===== src/rtl/rstseq_pkg.sv =====
package rstseq_pkg;

  typedef enum logic [2:0] {
    ST_IDLE = 3'd0,
    ST_STAB = 3'd1,
    ST_PAD  = 3'd2,
    ST_HOLD = 3'd3,
    ST_REL  = 3'd4
  } seq_state_e;

  localparam int NUM_CAUSE = 6;
  localparam int CZ_POR = 0;
  localparam int CZ_LVD = 1;
  localparam int CZ_WDG = 2;
  localparam int CZ_OPC = 3;
  localparam int CZ_ADR = 4;
  localparam int CZ_PAD = 5;

endpackage


===== src/rtl/rstseq_pad_sync.sv =====
module rstseq_pad_sync #(
  parameter int STAGES = 2
) (
  input  logic clk,
  input  logic rst_n,
  input  logic pad_n_i,
  input  logic pull_now,
  output logic pad_req
);

  logic [STAGES-1:0] sync_q;
  logic [STAGES-1:0] pull_hist_q;
  logic              masked;

  genvar g;
  generate
    for (g = 0; g < STAGES; g++) begin : g_stage
      if (g == 0) begin : g_first
        always_ff @(posedge clk or negedge rst_n) begin
          if (!rst_n) begin
            sync_q[g]      <= 1'b1;
            pull_hist_q[g] <= 1'b0;
          end else begin
            sync_q[g]      <= pad_n_i;
            pull_hist_q[g] <= pull_now;
          end
        end
      end else begin : g_next
        always_ff @(posedge clk or negedge rst_n) begin
          if (!rst_n) begin
            sync_q[g]      <= 1'b1;
            pull_hist_q[g] <= 1'b0;
          end else begin
            sync_q[g]      <= sync_q[g-1];
            pull_hist_q[g] <= pull_hist_q[g-1];
          end
        end
      end
    end
  endgenerate

  always_comb begin
    masked  = pull_now | (|pull_hist_q);
    pad_req = ~sync_q[STAGES-1] & ~masked;
  end

endmodule


===== src/rtl/rstseq_req_merge.sv =====
module rstseq_req_merge
  import rstseq_pkg::*;
(
  input  logic                 por_evt,
  input  logic                 lvd_evt,
  input  logic                 wdg_ovf,
  input  logic                 wdg_off,
  input  logic                 bad_opc,
  input  logic                 bad_adr,
  input  logic                 pad_req,
  output logic                 req_any,
  output logic                 req_long,
  output logic [NUM_CAUSE-1:0] new_cause
);

  always_comb begin
    new_cause         = '0;
    new_cause[CZ_POR] = por_evt;
    new_cause[CZ_LVD] = lvd_evt;
    new_cause[CZ_WDG] = wdg_ovf & ~wdg_off;
    new_cause[CZ_OPC] = bad_opc;
    new_cause[CZ_ADR] = bad_adr;
    new_cause[CZ_PAD] = pad_req;
    req_any           = |new_cause;
    req_long          = new_cause[CZ_POR] | new_cause[CZ_LVD];
  end

endmodule


===== src/rtl/rstseq_fsm.sv =====
module rstseq_fsm
  import rstseq_pkg::*;
#(
  parameter int STAB_CYC = 4096,
  parameter int PAD_CYC  = 32,
  parameter int HOLD_CYC = 32,
  parameter int REL_CYC  = 3
) (
  input  logic clk,
  input  logic rst_n,
  input  logic req_any,
  input  logic req_long,
  output logic core_rst,
  output logic pad_pull,
  output logic clk_en
);

  localparam int MAX_AB  = (STAB_CYC > PAD_CYC) ? STAB_CYC : PAD_CYC;
  localparam int MAX_CD  = (HOLD_CYC > REL_CYC) ? HOLD_CYC : REL_CYC;
  localparam int MAX_LEN = (MAX_AB > MAX_CD) ? MAX_AB : MAX_CD;
  localparam int CNT_W   = (MAX_LEN > 1) ? $clog2(MAX_LEN) : 1;

  localparam logic [CNT_W-1:0] STAB_LAST = CNT_W'(STAB_CYC - 1);
  localparam logic [CNT_W-1:0] PAD_LAST  = CNT_W'(PAD_CYC - 1);
  localparam logic [CNT_W-1:0] HOLD_LAST = CNT_W'(HOLD_CYC - 1);
  localparam logic [CNT_W-1:0] REL_LAST  = CNT_W'(REL_CYC - 1);

  seq_state_e       state_q, state_n;
  logic [CNT_W-1:0] cnt_q, cnt_n;
  logic             long_q, long_n;
  logic             busy;
  logic             cnt_en;

  assign busy = (state_q != ST_IDLE);

  always_comb begin
    state_n = state_q;
    cnt_n   = cnt_q + CNT_W'(1);
    long_n  = long_q;
    if (req_any) begin
      long_n  = req_long | (busy & long_q);
      state_n = long_n ? ST_STAB : ST_PAD;
      cnt_n   = '0;
    end else begin
      unique case (state_q)
        ST_IDLE: begin
          cnt_n  = '0;
          long_n = 1'b0;
        end
        ST_STAB: if (cnt_q == STAB_LAST) begin
          state_n = ST_PAD;
          cnt_n   = '0;
        end
        ST_PAD: if (cnt_q == PAD_LAST) begin
          state_n = ST_HOLD;
          cnt_n   = '0;
        end
        ST_HOLD: if (cnt_q == HOLD_LAST) begin
          state_n = ST_REL;
          cnt_n   = '0;
        end
        ST_REL: if (cnt_q == REL_LAST) begin
          state_n = ST_IDLE;
          cnt_n   = '0;
          long_n  = 1'b0;
        end
        default: begin
          state_n = ST_IDLE;
          cnt_n   = '0;
          long_n  = 1'b0;
        end
      endcase
    end
  end

  assign cnt_en = req_any | busy;

  always_ff @(posedge clk or negedge rst_n) begin
    if (!rst_n) begin
      state_q <= ST_IDLE;
      cnt_q   <= '0;
      long_q  <= 1'b0;
    end else if (cnt_en) begin
      state_q <= state_n;
      cnt_q   <= cnt_n;
      long_q  <= long_n;
    end
  end

  always_comb begin
    core_rst = busy;
    pad_pull = (state_q == ST_STAB) | (state_q == ST_PAD);
    clk_en   = (state_q != ST_STAB);
  end

endmodule


===== src/rtl/rstseq_cause_reg.sv =====
module rstseq_cause_reg
  import rstseq_pkg::*;
(
  input  logic                 clk,
  input  logic                 rst_n,
  input  logic [NUM_CAUSE-1:0] new_cause,
  input  logic                 stat_rd,
  output logic [NUM_CAUSE-1:0] cause
);

  logic [NUM_CAUSE-1:0] cause_q, cause_n;
  logic                 upd_en;

  assign upd_en = stat_rd | (|new_cause);

  always_comb begin
    if (new_cause[CZ_POR]) begin
      cause_n         = '0;
      cause_n[CZ_POR] = 1'b1;
    end else begin
      cause_n = (stat_rd ? '0 : cause_q) | new_cause;
    end
  end

  always_ff @(posedge clk or negedge rst_n) begin
    if (!rst_n) begin
      cause_q <= '0;
    end else if (upd_en) begin
      cause_q <= cause_n;
    end
  end

  assign cause = cause_q;

endmodule


===== src/rtl/reset_sequencer.sv =====
module reset_sequencer
  import rstseq_pkg::*;
#(
  parameter int STAB_CYC    = 4096,
  parameter int PAD_CYC     = 32,
  parameter int HOLD_CYC    = 32,
  parameter int REL_CYC     = 3,
  parameter int SYNC_STAGES = 2
) (
  input  logic       clk,
  input  logic       rst_n,
  input  logic       por_evt,
  input  logic       lvd_evt,
  input  logic       wdg_ovf,
  input  logic       wdg_off,
  input  logic       bad_opc,
  input  logic       bad_adr,
  input  logic       pad_n_i,
  input  logic       stat_rd,
  output logic       core_rst,
  output logic       pad_pull,
  output logic       clk_en,
  output logic [5:0] cause
);

  logic                 pad_req;
  logic                 req_any;
  logic                 req_long;
  logic [NUM_CAUSE-1:0] new_cause;

  rstseq_pad_sync #(.STAGES(SYNC_STAGES)) u_pad_sync (
    .clk      (clk),
    .rst_n    (rst_n),
    .pad_n_i  (pad_n_i),
    .pull_now (pad_pull),
    .pad_req  (pad_req)
  );

  rstseq_req_merge u_req_merge (
    .por_evt   (por_evt),
    .lvd_evt   (lvd_evt),
    .wdg_ovf   (wdg_ovf),
    .wdg_off   (wdg_off),
    .bad_opc   (bad_opc),
    .bad_adr   (bad_adr),
    .pad_req   (pad_req),
    .req_any   (req_any),
    .req_long  (req_long),
    .new_cause (new_cause)
  );

  rstseq_fsm #(
    .STAB_CYC (STAB_CYC),
    .PAD_CYC  (PAD_CYC),
    .HOLD_CYC (HOLD_CYC),
    .REL_CYC  (REL_CYC)
  ) u_fsm (
    .clk      (clk),
    .rst_n    (rst_n),
    .req_any  (req_any),
    .req_long (req_long),
    .core_rst (core_rst),
    .pad_pull (pad_pull),
    .clk_en   (clk_en)
  );

  rstseq_cause_reg u_cause (
    .clk       (clk),
    .rst_n     (rst_n),
    .new_cause (new_cause),
    .stat_rd   (stat_rd),
    .cause     (cause)
  );

endmodule


===== config.mk =====
export PLATFORM = sky130hd
export DESIGN_NAME = reset_sequencer
export DESIGN_NICKNAME = d
export VERILOG_FILES = /design/src/rtl/rstseq_pkg.sv /design/src/rtl/rstseq_pad_sync.sv /design/src/rtl/rstseq_req_merge.sv /design/src/rtl/rstseq_fsm.sv /design/src/rtl/rstseq_cause_reg.sv /design/src/rtl/reset_sequencer.sv
export SDC_FILE = /design/constraint.sdc
export NUM_CORES = 1
export LEC_CHECK = 0
export ABC_CLOCK_PERIOD_IN_PS = 2200
export BUFFER_PORTS_ARGS = -buffer_cell sky130_fd_sc_hd__buf_4
export CAP_MARGIN = 20
export CORE_MARGIN = 4
export CORE_UTILIZATION = 40
export CTS_CLUSTER_SIZE = 25
export DETAILED_ROUTE_END_ITERATION = 12
export SLEW_MARGIN = 40
export SYNTH_ARGS = -nofsm -noshare
export SYNTH_HDL_FRONTEND = slang
export SYNTH_HIERARCHICAL = 1
export SYNTH_SLANG_ARGS = --single-unit

===== constraint.sdc =====
create_clock -name clk -period 2.2 [get_ports clk]
set_input_delay 0.33 -clock clk [delete_from_list [all_inputs] [get_ports clk]]
set_output_delay 0.33 -clock clk [all_outputs]
set_load 0.03 [all_outputs]

# [Yosys cells after proc, flatten, opt, wreduce, memory -nomap -nowiden]
# Cells that the tools add are included.
[totals] out_inout_bits=9 ff_bits=26 elab_cells=61 inputBits=10
[classes] reduce_logical=8 eq_ne=14 bitwise_logic=13 n_mux=17 add_sub_neg=1
[op_table] cell="2-to-1 mux 12 bit" n=4
[op_table] cell="case mux 12 bit (3 select lines)" n=1
[op_table] cell="2-to-1 mux 3 bit" n=5
[op_table] cell="inequality test 3 x 1 -> 1 bit, second input constant" n=5
[op_table] cell="case mux 3 bit (5 select lines)" n=1
[op_table] cell="adder 12 x 1 -> 12 bit, second input constant" n=1
[op_table] cell="equality test 12 bit, second input constant" n=1
[op_table] cell="equality test 12 x 2 -> 1 bit, second input constant" n=1
[op_table] cell="equality test 12 x 5 -> 1 bit, second input constant" n=1
[op_table] cell="2-to-1 mux 6 bit" n=2
[op_table] cell="equality test 3 x 2 -> 1 bit, second input constant" n=2
[op_table] cell="OR 1 bit" n=6
[op_table] cell="OR 6 bit" n=1
[op_table] cell="AND reduction 6 bit" n=1
[op_table] cell="OR reduction 6 bit" n=1
[op_table] cell="inequality test 2 x 1 -> 1 bit, second input constant" n=2
[op_table] cell="OR reduction 2 bit" n=2
[op_table] cell="bitwise AND 1 bit" n=3
[op_table] cell="equality test 3 x 1 -> 1 bit, second input constant" n=1
[op_table] cell="equality test 3 bit, second input constant" n=1
[op_table] cell="zero test 3 bit" n=1
[op_table] cell="NOT 1 bit" n=3
[op_table] cell="AND reduction 3 bit" n=1
[op_table] cell="nonzero test 3 bit" n=1
[op_table] cell="other kinds (4)" n=5

# [Depth between registers and ports, before layout]
# Gate-level depths: netlist of the first run.
[depth] ltp_word=8 depth_mapped=10 ltp_nobuf=9

# [Cells and area by module]
# Netlist of the first run, hierarchy kept.
[by_module_without_submodules] module="rstseq_fsm" n_inst=1 cells_per_inst=125 seq_area_each_um2=400.4 area_per_inst_um2=1121.1
[by_module_without_submodules] module="rstseq_cause_reg" n_inst=1 cells_per_inst=23 seq_area_each_um2=150.1 area_per_inst_um2=236.5
[by_module_without_submodules] module="rstseq_pad_sync" n_inst=1 cells_per_inst=5 seq_area_each_um2=102.6 area_per_inst_um2=115.1
[by_module_without_submodules] module="rstseq_req_merge" n_inst=1 cells_per_inst=9 seq_area_each_um2=0.0 area_per_inst_um2=62.6

# [Worst setup path before layout of the first run]
# Ideal clock, no wire load.
[synth_path] path_kind="reg-to-reg" startpoint="register u_fsm.state_q[0]" endpoint="register u_fsm.cnt_q[10]" setup_ps=65 period_less_slack_ps=2532 t_required_ps=2135 t_arrival_ps=2467 path_stages_with_launch=10 setup_slack_ps=-332 n_path_buf=2 path_cell_list="dfrtp_1 -> buf_2 -> xnor2_1 -> nor2_1 -> nor4_2 -> or3_1 -> or3_1 -> clkbuf_1 -> nor2_1 -> a211o_1"
[synth_via] elab_chain_len=7 elab_cells_between_ends=14 classes_between="eq/ne: 4; mux: 2; bitwise: 5; reduce/logical: 3"
[synth_lines] item="start, declared" line_no="rstseq_fsm.sv:28" source="seq_state_e state_q, state_n;"
[synth_lines] item="start signal, assigned" line_no="rstseq_fsm.sv:84" source="state_q <= state_n;"
[synth_lines] item="equality test 3 x 1 -> 1 bit / equality test 3 x 2 -> 1 bit (equally long branches)" line_no="rstseq_fsm.sv:92" source="pad_pull = (state_q == ST_STAB) | (state_q == ST_PAD);"
[synth_lines] item="OR 1 bit *" line_no="rstseq_fsm.sv:92"
[synth_lines] item="named net pad_pull" line_no="reset_sequencer.sv:21" source="output logic pad_pull,"
[synth_lines] item="OR 1 bit *" line_no="rstseq_pad_sync.sv:43" source="masked = pull_now | (|pull_hist_q);"
[synth_lines] item="NOT 1 bit *" line_no="rstseq_pad_sync.sv:44" source="pad_req = ~sync_q[STAGES-1] & ~masked;"
[synth_lines] item="bitwise AND 1 bit *" line_no="rstseq_pad_sync.sv:44"
[synth_lines] item="named net pad_req" line_no="reset_sequencer.sv:26" source="logic pad_req;"
[synth_lines] item="OR reduction 6 bit *" line_no="rstseq_req_merge.sv:24" source="req_any = |new_cause;"
[synth_lines] item="named net req_any" line_no="reset_sequencer.sv:27" source="logic req_any;"
[synth_lines] item="2-to-1 mux 12 bit / OR 1 bit (equally long branches)" line_no="rstseq_fsm.sv:40, rstseq_fsm.sv:76"
[synth_lines] item="end signal, assigned" line_no="rstseq_fsm.sv:85" source="cnt_q <= cnt_n;"
[synth_lines] item="end, declared" line_no="rstseq_fsm.sv:29" source="logic [CNT_W-1:0] cnt_q, cnt_n;"
# The timed path passes the listed nets; every way through them passes the cells marked *.
# A chain may end at the register's enable or synchronous reset.

# [Worst setup path in the final report of the first run]
[layout_path] startpoint="register u_fsm.cnt_q[0]" endpoint="register u_fsm.cnt_q[9]"
[layout_via] elab_chain_len=4 elab_cells_between_ends=9 classes_between="add/sub: 1; eq/ne: 3; mux: 5"
[layout_lines] item="adder 12 x 1 -> 12 bit, or another cell as far along" line_no="rstseq_fsm.sv:38" source="cnt_n = cnt_q + CNT_W'(1);"
[layout_lines] item="2-to-1 mux 12 bit, on equally long branches"
[layout_lines] item="case mux 12 bit (3 select lines) *" line_no="rstseq_fsm.sv:45" source="unique case (state_q)"
[layout_lines] item="2-to-1 mux 12 bit *" line_no="rstseq_fsm.sv:40" source="if (req_any) begin"
# Every way passes the cells marked *; elsewhere a longest branch is shown, timed or not.

==> reports/results.ini, run 1 <==
[run_status]
status=completed

[clock_network]
cts_max_level=1
cts_tree=built
clkSinkCount=26
clk-insertion-delay-late_ns=0.27
clk_pin_slew_worst_paths_ns=0.10
numCtsBuffers=3
clock_path_buffers=2
clockRootBuffer=clkbuf_8

[sta]
hold_viol=0
maxSlewHeadroom_pct=71.8
final-setup-viol-count=0
fmax_ghz=0.465
tightest_slew_ns=0.423
final_max_slew_viol_count=0
finalClockSkew_ns=0.00326
period_share_pct=97.7
finalSetupTns_ns=0
fin_crit_ns=2.15

[place]
placed_area_um2=1820
io_buffers=18
dp_hpwl_um=2810
gp_congestion=0.973

[global_route]
grt_pass1_wl_um=6310
grt_max_degree=27
grtUsageTotal_pct=16.0
grt_pass1_vias=1374
antenna_found_initial=0
grt_overflow=0

[min_path]
hold_depth=1
hp-class=in2reg
hold_start=pad_n_i
min_to=u_pad_sync/sync_q[0]

[yosys]
yosysSeqAreaShare_pct=42.5
synthDistinctLibCells=47
syn_avg_cell_area_um2=9.48
yosysWarnings=6
synth_edf_count=0
async_flop_share_pct=100
synth-seq-cells=26
synth_top_area_share_pct=39.1
synth_ff_type=dfrtp_1
syn_nets=174
synthTopCellsByArea=dfrtp_1 39%, dfstp_2 3.4%, nand2b_1 3.3%
synth_area_um2=1540
yosysTopAreaCell=dfrtp_1
synth_cells=162

[critical_path]
r2r_cells=7
start_kind=flip-flop
critical_path_class=reg2reg
reg2reg_slack_ns=0.05
rr_startpoint=u_fsm/cnt_q[0]
worstPathMaxFanout=8
rr_endpoint=u_fsm/cnt_q[9]
worstPathArrival_ns=2.31
worstSetupEndpointType=flip-flop
worstPathRequired_ns=2.37
crit_start=u_fsm/cnt_q[0]

[run]
drv_cap=0

[pwr]
ir_drop_mv=0.250
power.density_nw_per_um2=507
power_leakage_uw=0.000859

[detailed_routing]
postRouteAntennaNets=0
wirelength_um=3750
dr.pass1.iters=4
wire_per_inst_um=15.4
drc_errors=0
dr.first_iter.drc_count=92
viasPerCell=5.54
vias=1347

[cells_and_area]
layout_common_cells=39 x buf_4, 23 x dfrtp_1, 12 x nand2_1, 10 x inv_1
n_antenna_cell=0
final_common_cell=buf_4
fin_util_pct=53.4
syn_to_final_growth_pct=28.3
fin_area_um2=1970
fin_nets=208
drive_above_1_share_pct=33.3

[die]
dieArea_um2=4890
die_x_um=70.0
core_area_um2=3690
ios=19
die_y_um=70.0
initial_core_util_pct=41.6
rows=22

logic make-up after synthesis:
| family | synth area share (%) |
|---|---|
| fa+ha+maj | 2.28 |
| buf+inv | 8.07 |
| mux | 2.12 |
| xor+xnor | 1.14 |
| simple gates | 25.6 |
| compound gates | 18.3 |
| flops | 42.5 |
sequential cells by signal, indices dropped and copies added (netlist names):
| register | count |
|---|---|
| u_pad_sync/pull_hist_q | 2 |
| u_fsm/long_q | 1 |
| u_pad_sync/sync_q | 2 |
| u_fsm/state_q | 3 |
| u_cause/cause | 6 |
| u_fsm/cnt_q | 12 |
cells in the mapped netlist, types with 3 or more instances:
cell and n:
nor3_1 7, nor4_1 3, a21o_1 3, nand3_1 4
o211ai_1 3, and2_1 3, buf_4 5, nand2b_1 8
a21oi_1 8, or3_1 3, dfrtp_1 24, inv_1 11
a211o_1 3, nand4_1 4, buf_2 3, nand2_1 12
nor2_1 10, o21ai_0 7
worst max-delay path by stage:
stage / end / slack [ns]
floorplan: u_fsm/cnt_q[9] / 0.005
global placement: u_fsm/cnt_q[10] / -0.009
detailed placement: u_fsm/cnt_q[10] / -0.03
CTS: u_fsm/cnt_q[10] / 0.04
global route: u_fsm/cnt_q[10] / -0.03
finish: u_fsm/cnt_q[9] / 0.05
layer usage:
layer,vias up,part of all wire (%),track usage [%],wire length [um]
li1,646,-,-,-
met5,-,0,0,0
met3,10,2.6,2.88,97
met2,21,49,25.8,1820
met4,0,2.4,6.60,89
met1,670,46,20.9,1740
power breakdown:
group,total [uW],switching (uW),internal [uW]
registers,497,6.84,490
clock network,402,159,244
logic,99.4,56.9,42.4
total,999,223,776
metrics by stage:
stage	setup WS, ns	instances	hold slack (ns)	total power (uW)
CTS	0.0360	242	0.148	1000
finish	0.0516	243	0.156	999
floorplan	0.00512	162	0.0344	556
global placement	-0.00870	237	0.254	600
global route	-0.0297	243	0.133	1040
detailed placement	-0.0280	237	0.260	603
area by class of cell:
class,count,area (um2)
multi-input combinational,113,828
fill,347,1720
clock inverter,1,30.0
inverter,11,41.3
clock buffer,3,41.3
sequential,26,654
timing repair buffer,41,314
tap,48,60.1
critical path, cell delays in order, from the launching register on:
cell,delay (ns)
dfrtp_1,0.45
ha_4,0.18
and4_4,0.25
a31oi_1,0.16
buf_4,0.19
o31ai_4,0.43
nor3_1,0.11
a211o_1,0.28
timing repair:
| item | CTS | global route |
|---|---|---|
| setup endpoints to repair | 3 | 11 |
| resized for setup | 1 | 12 |
| pin swaps | 1 | 2 |
| setup buffers | 0 | 1 |
| endpoints found under the hold margin | 24 | 0 |
| hold buffers | 1 | 0 |
(Power assumes the default switching activity.)
==> run 2: changes to the inputs <==
Settings changed: REMOVE_ABC_BUFFERS set to 1.
==> run 2 against run 1 <==
Against the previous run: maximum frequency is 1.1% higher; wire length is 3.8% lower; clock power about the same; critical path depth unchanged; clock skew rose by 0.0016 ns; first-iteration DRC count grew 6.5%; final cell count shrank 0.41%; die area is the same; non-clock buffer count is 1 lower; critical path type unchanged; critical endpoint is now u_fsm/cnt_q[8].
==> reports/results.ini, run 2 (synthesized netlist as in run 1, its figures left out) <==
[critical_path]
rr_endpoint=u_fsm/cnt_q[8]  ; was u_fsm/cnt_q[9]
worstPathArrival_ns=2.34  ; was 2.31 ns
critical_path_class=reg2reg  ; unchanged
crit_start=u_fsm/state_q[1]  ; was u_fsm/cnt_q[0]
crit_end=u_fsm/cnt_q[8]  ; was u_fsm/cnt_q[9]
worstPathRequired_ns=2.41  ; was 2.37 ns
worstPathMaxFanout=5  ; was 8
rr_startpoint=u_fsm/state_q[1]  ; was u_fsm/cnt_q[0]
reg2reg_slack_ns=0.08  ; was 0.05 ns
start_kind=flip-flop  ; unchanged
r2r_cells=7  ; unchanged
crit_chain=xnor2_1 > nor2_1 > nor4_2 > or3_1 > or3_4 > or4_1 > o21ai_1  ; was ha_4 > and4_4 > a31oi_1 > buf_4 > o31ai_4 > nor3_1 > a211o_1
crit_path_max_incr_delay_ns=0.48  ; was 0.45 ns
cp_slowest_cell=or4_1  ; was dfrtp_1
worstSetupEndpointType=flip-flop  ; unchanged

[clock_network]
numCtsBuffers=3  ; unchanged
clkSinkCount=26  ; unchanged
clock_path_buffers=2  ; unchanged
cts_tree=built  ; unchanged
clockRootBuffer=clkbuf_8  ; unchanged
clk_pin_slew_worst_paths_ns=0.09  ; was 0.10 ns
cts_max_level=1  ; unchanged
clk-insertion-delay-late_ns=0.28  ; was 0.27 ns

[detailed_routing]
viasPerCell=5.50  ; was 5.54
dr.pass1.iters=4  ; unchanged
wirelength_um=3610  ; was 3750 um
dr.first_iter.drc_count=98  ; was 92
postRouteAntennaNets=0  ; unchanged
wire_per_inst_um=14.9  ; was 15.4 um
drc_errors=0  ; unchanged
vias=1330  ; was 1,347

[place]
gp_congestion=0.906  ; was 0.973
placed_area_um2=1780  ; was 1820 um2
dp_hpwl_um=2620  ; was 2810 um
io_buffers=18  ; unchanged
place_ws_ns=0.0518  ; was -0.0280 ns

[die]
dieArea_um2=4890  ; unchanged
ios=19  ; unchanged
initial_core_util_pct=41.6  ; unchanged
rows=22  ; unchanged
die_y_um=70.0  ; unchanged
die_x_um=70.0  ; unchanged
core_area_um2=3690  ; unchanged

[cells_and_area]
n_antenna_cell=0  ; unchanged
syn_to_final_growth_pct=26.1  ; was 28.3%
fin_area_um2=1940  ; was 1970 um2
fin_util_pct=52.5  ; was 53.4%
drive_above_1_share_pct=33.0  ; was 33.3%
fill_cells=340  ; was 347
layout_common_cells=37 x buf_4, 23 x dfrtp_1, 12 x nand2_1, 10 x inv_1, 9 x nor2_1  ; was 39 x buf_4, 23 x dfrtp_1, 12 x nand2_1, 10 x inv_1
fin_nets=207  ; was 208
final_common_cell=buf_4  ; unchanged
largest_reg_flops=12  ; unchanged
top_register=u_fsm/cnt_q  ; unchanged

[sta]
hold_viol=0  ; unchanged
period_share_pct=96.6  ; was 97.7%
fmax_ghz=0.471  ; was 0.465 GHz
final_max_slew_viol_count=0  ; unchanged
rsz0062_at_grt=yes
tightest_slew_ns=0.466  ; was 0.423 ns
maxSlewHeadroom_pct=68.6  ; was 71.8%
finalWorstSetupSlack_ns=0.0753  ; was 0.0516 ns
finalClockSkew_ns=0.00490  ; was 0.00326 ns
final-setup-viol-count=0  ; unchanged
fin_crit_ns=2.12  ; was 2.15 ns
finalSetupTns_ns=0  ; unchanged

[global_route]
grtUsageTotal_pct=15.5  ; was 16.0%
grt_overflow=0  ; unchanged
grt_pass1_vias=1329  ; was 1,374
grt_pass1_wl_um=6210  ; was 6310 um
grt_max_degree=27  ; unchanged
antenna_found_initial=0  ; unchanged

[run]
drv_cap=0  ; unchanged

[pwr]
power_leakage_uw=0.000852  ; was 0.000859 uW
ir_drop_mv=0.481  ; was 0.250 mV
power.density_nw_per_um2=513  ; was 507 nW/um2

[min_path]
hp-class=in2reg  ; unchanged

[run_status]
status=completed  ; unchanged

-- run 2: how the worst min path moves through the flow --
stage	start	end	slack [ns]	cells past startpoint
finish	pad_n_i	u_pad_sync/sync_q[0]	0.15	1
global route	pad_n_i	u_pad_sync/sync_q[0]	0.15	1
CTS	pad_n_i	u_pad_sync/sync_q[0]	0.14	1
detailed placement	rst_n	u_fsm/cnt_q[8]	0.26	1
global placement	rst_n	u_fsm/cnt_q[7]	0.26	1
floorplan	rst_n	u_cause/cause[0]	0.03	0
-- run 2: metrics by stage --
step                      std cells  hold slack, ns  power, uW
after floorplan                 150          0.0344        547
after global placement          234           0.257        597
after detailed placement        234           0.257        599
after CTS                       239           0.145       1010
after global routing            242           0.149       1030
final                           242           0.154        993
-- run 2: timing repair --
item	CTS	global route
hold buffers	1	0
endpoints found under the hold margin	24	0
setup buffers	0	3
endpoints found under the setup margin	0	10
resized for setup	0	13
-- run 2: critical path: cells and delay by family, from the launching register on --
kind / cells / cell delay, ns
simple gates: 5 / 1.43
flops: 1 / 0.41
compound gates: 1 / 0.09
xor+xnor: 1 / 0.13
-- run 2: area by class of cell --
cell class	instances	area [um2]	area share, %
Tap cell	48	60.1	3.10
Multi-Input combinational cell	113	798	41.2
Inverter	11	41.3	2.13
Clock inverter	1	30.0	1.55
Timing Repair Buffer	40	310	16.0
Clock buffer	3	41.3	2.13
Sequential cell	26	654	33.8
-- run 2: report_power, final --
part	switching [uW]	total (uW)	internal, uW	leakage (uW)
combinational	54.8	95.2	40.4	0.000489
sequential	6.51	497	490	0.000327
clock	158	401	244	0.0000357
-- run 2: metal layers --
| metal | up-vias | track usage [%] | share of wire [%] | wire length (um) |
|---|---|---|---|---|
| met2 | 28 | 23.7 | 47 | 1700 |
| met4 | 0 | 6.60 | 1.6 | 58 |
| met3 | 7 | 2.30 | 3.1 | 113 |
| li1 | 646 | - | - | - |
| met5 | - | 0 | 0 | 0 |
| met1 | 649 | 21.8 | 48 | 1740 |
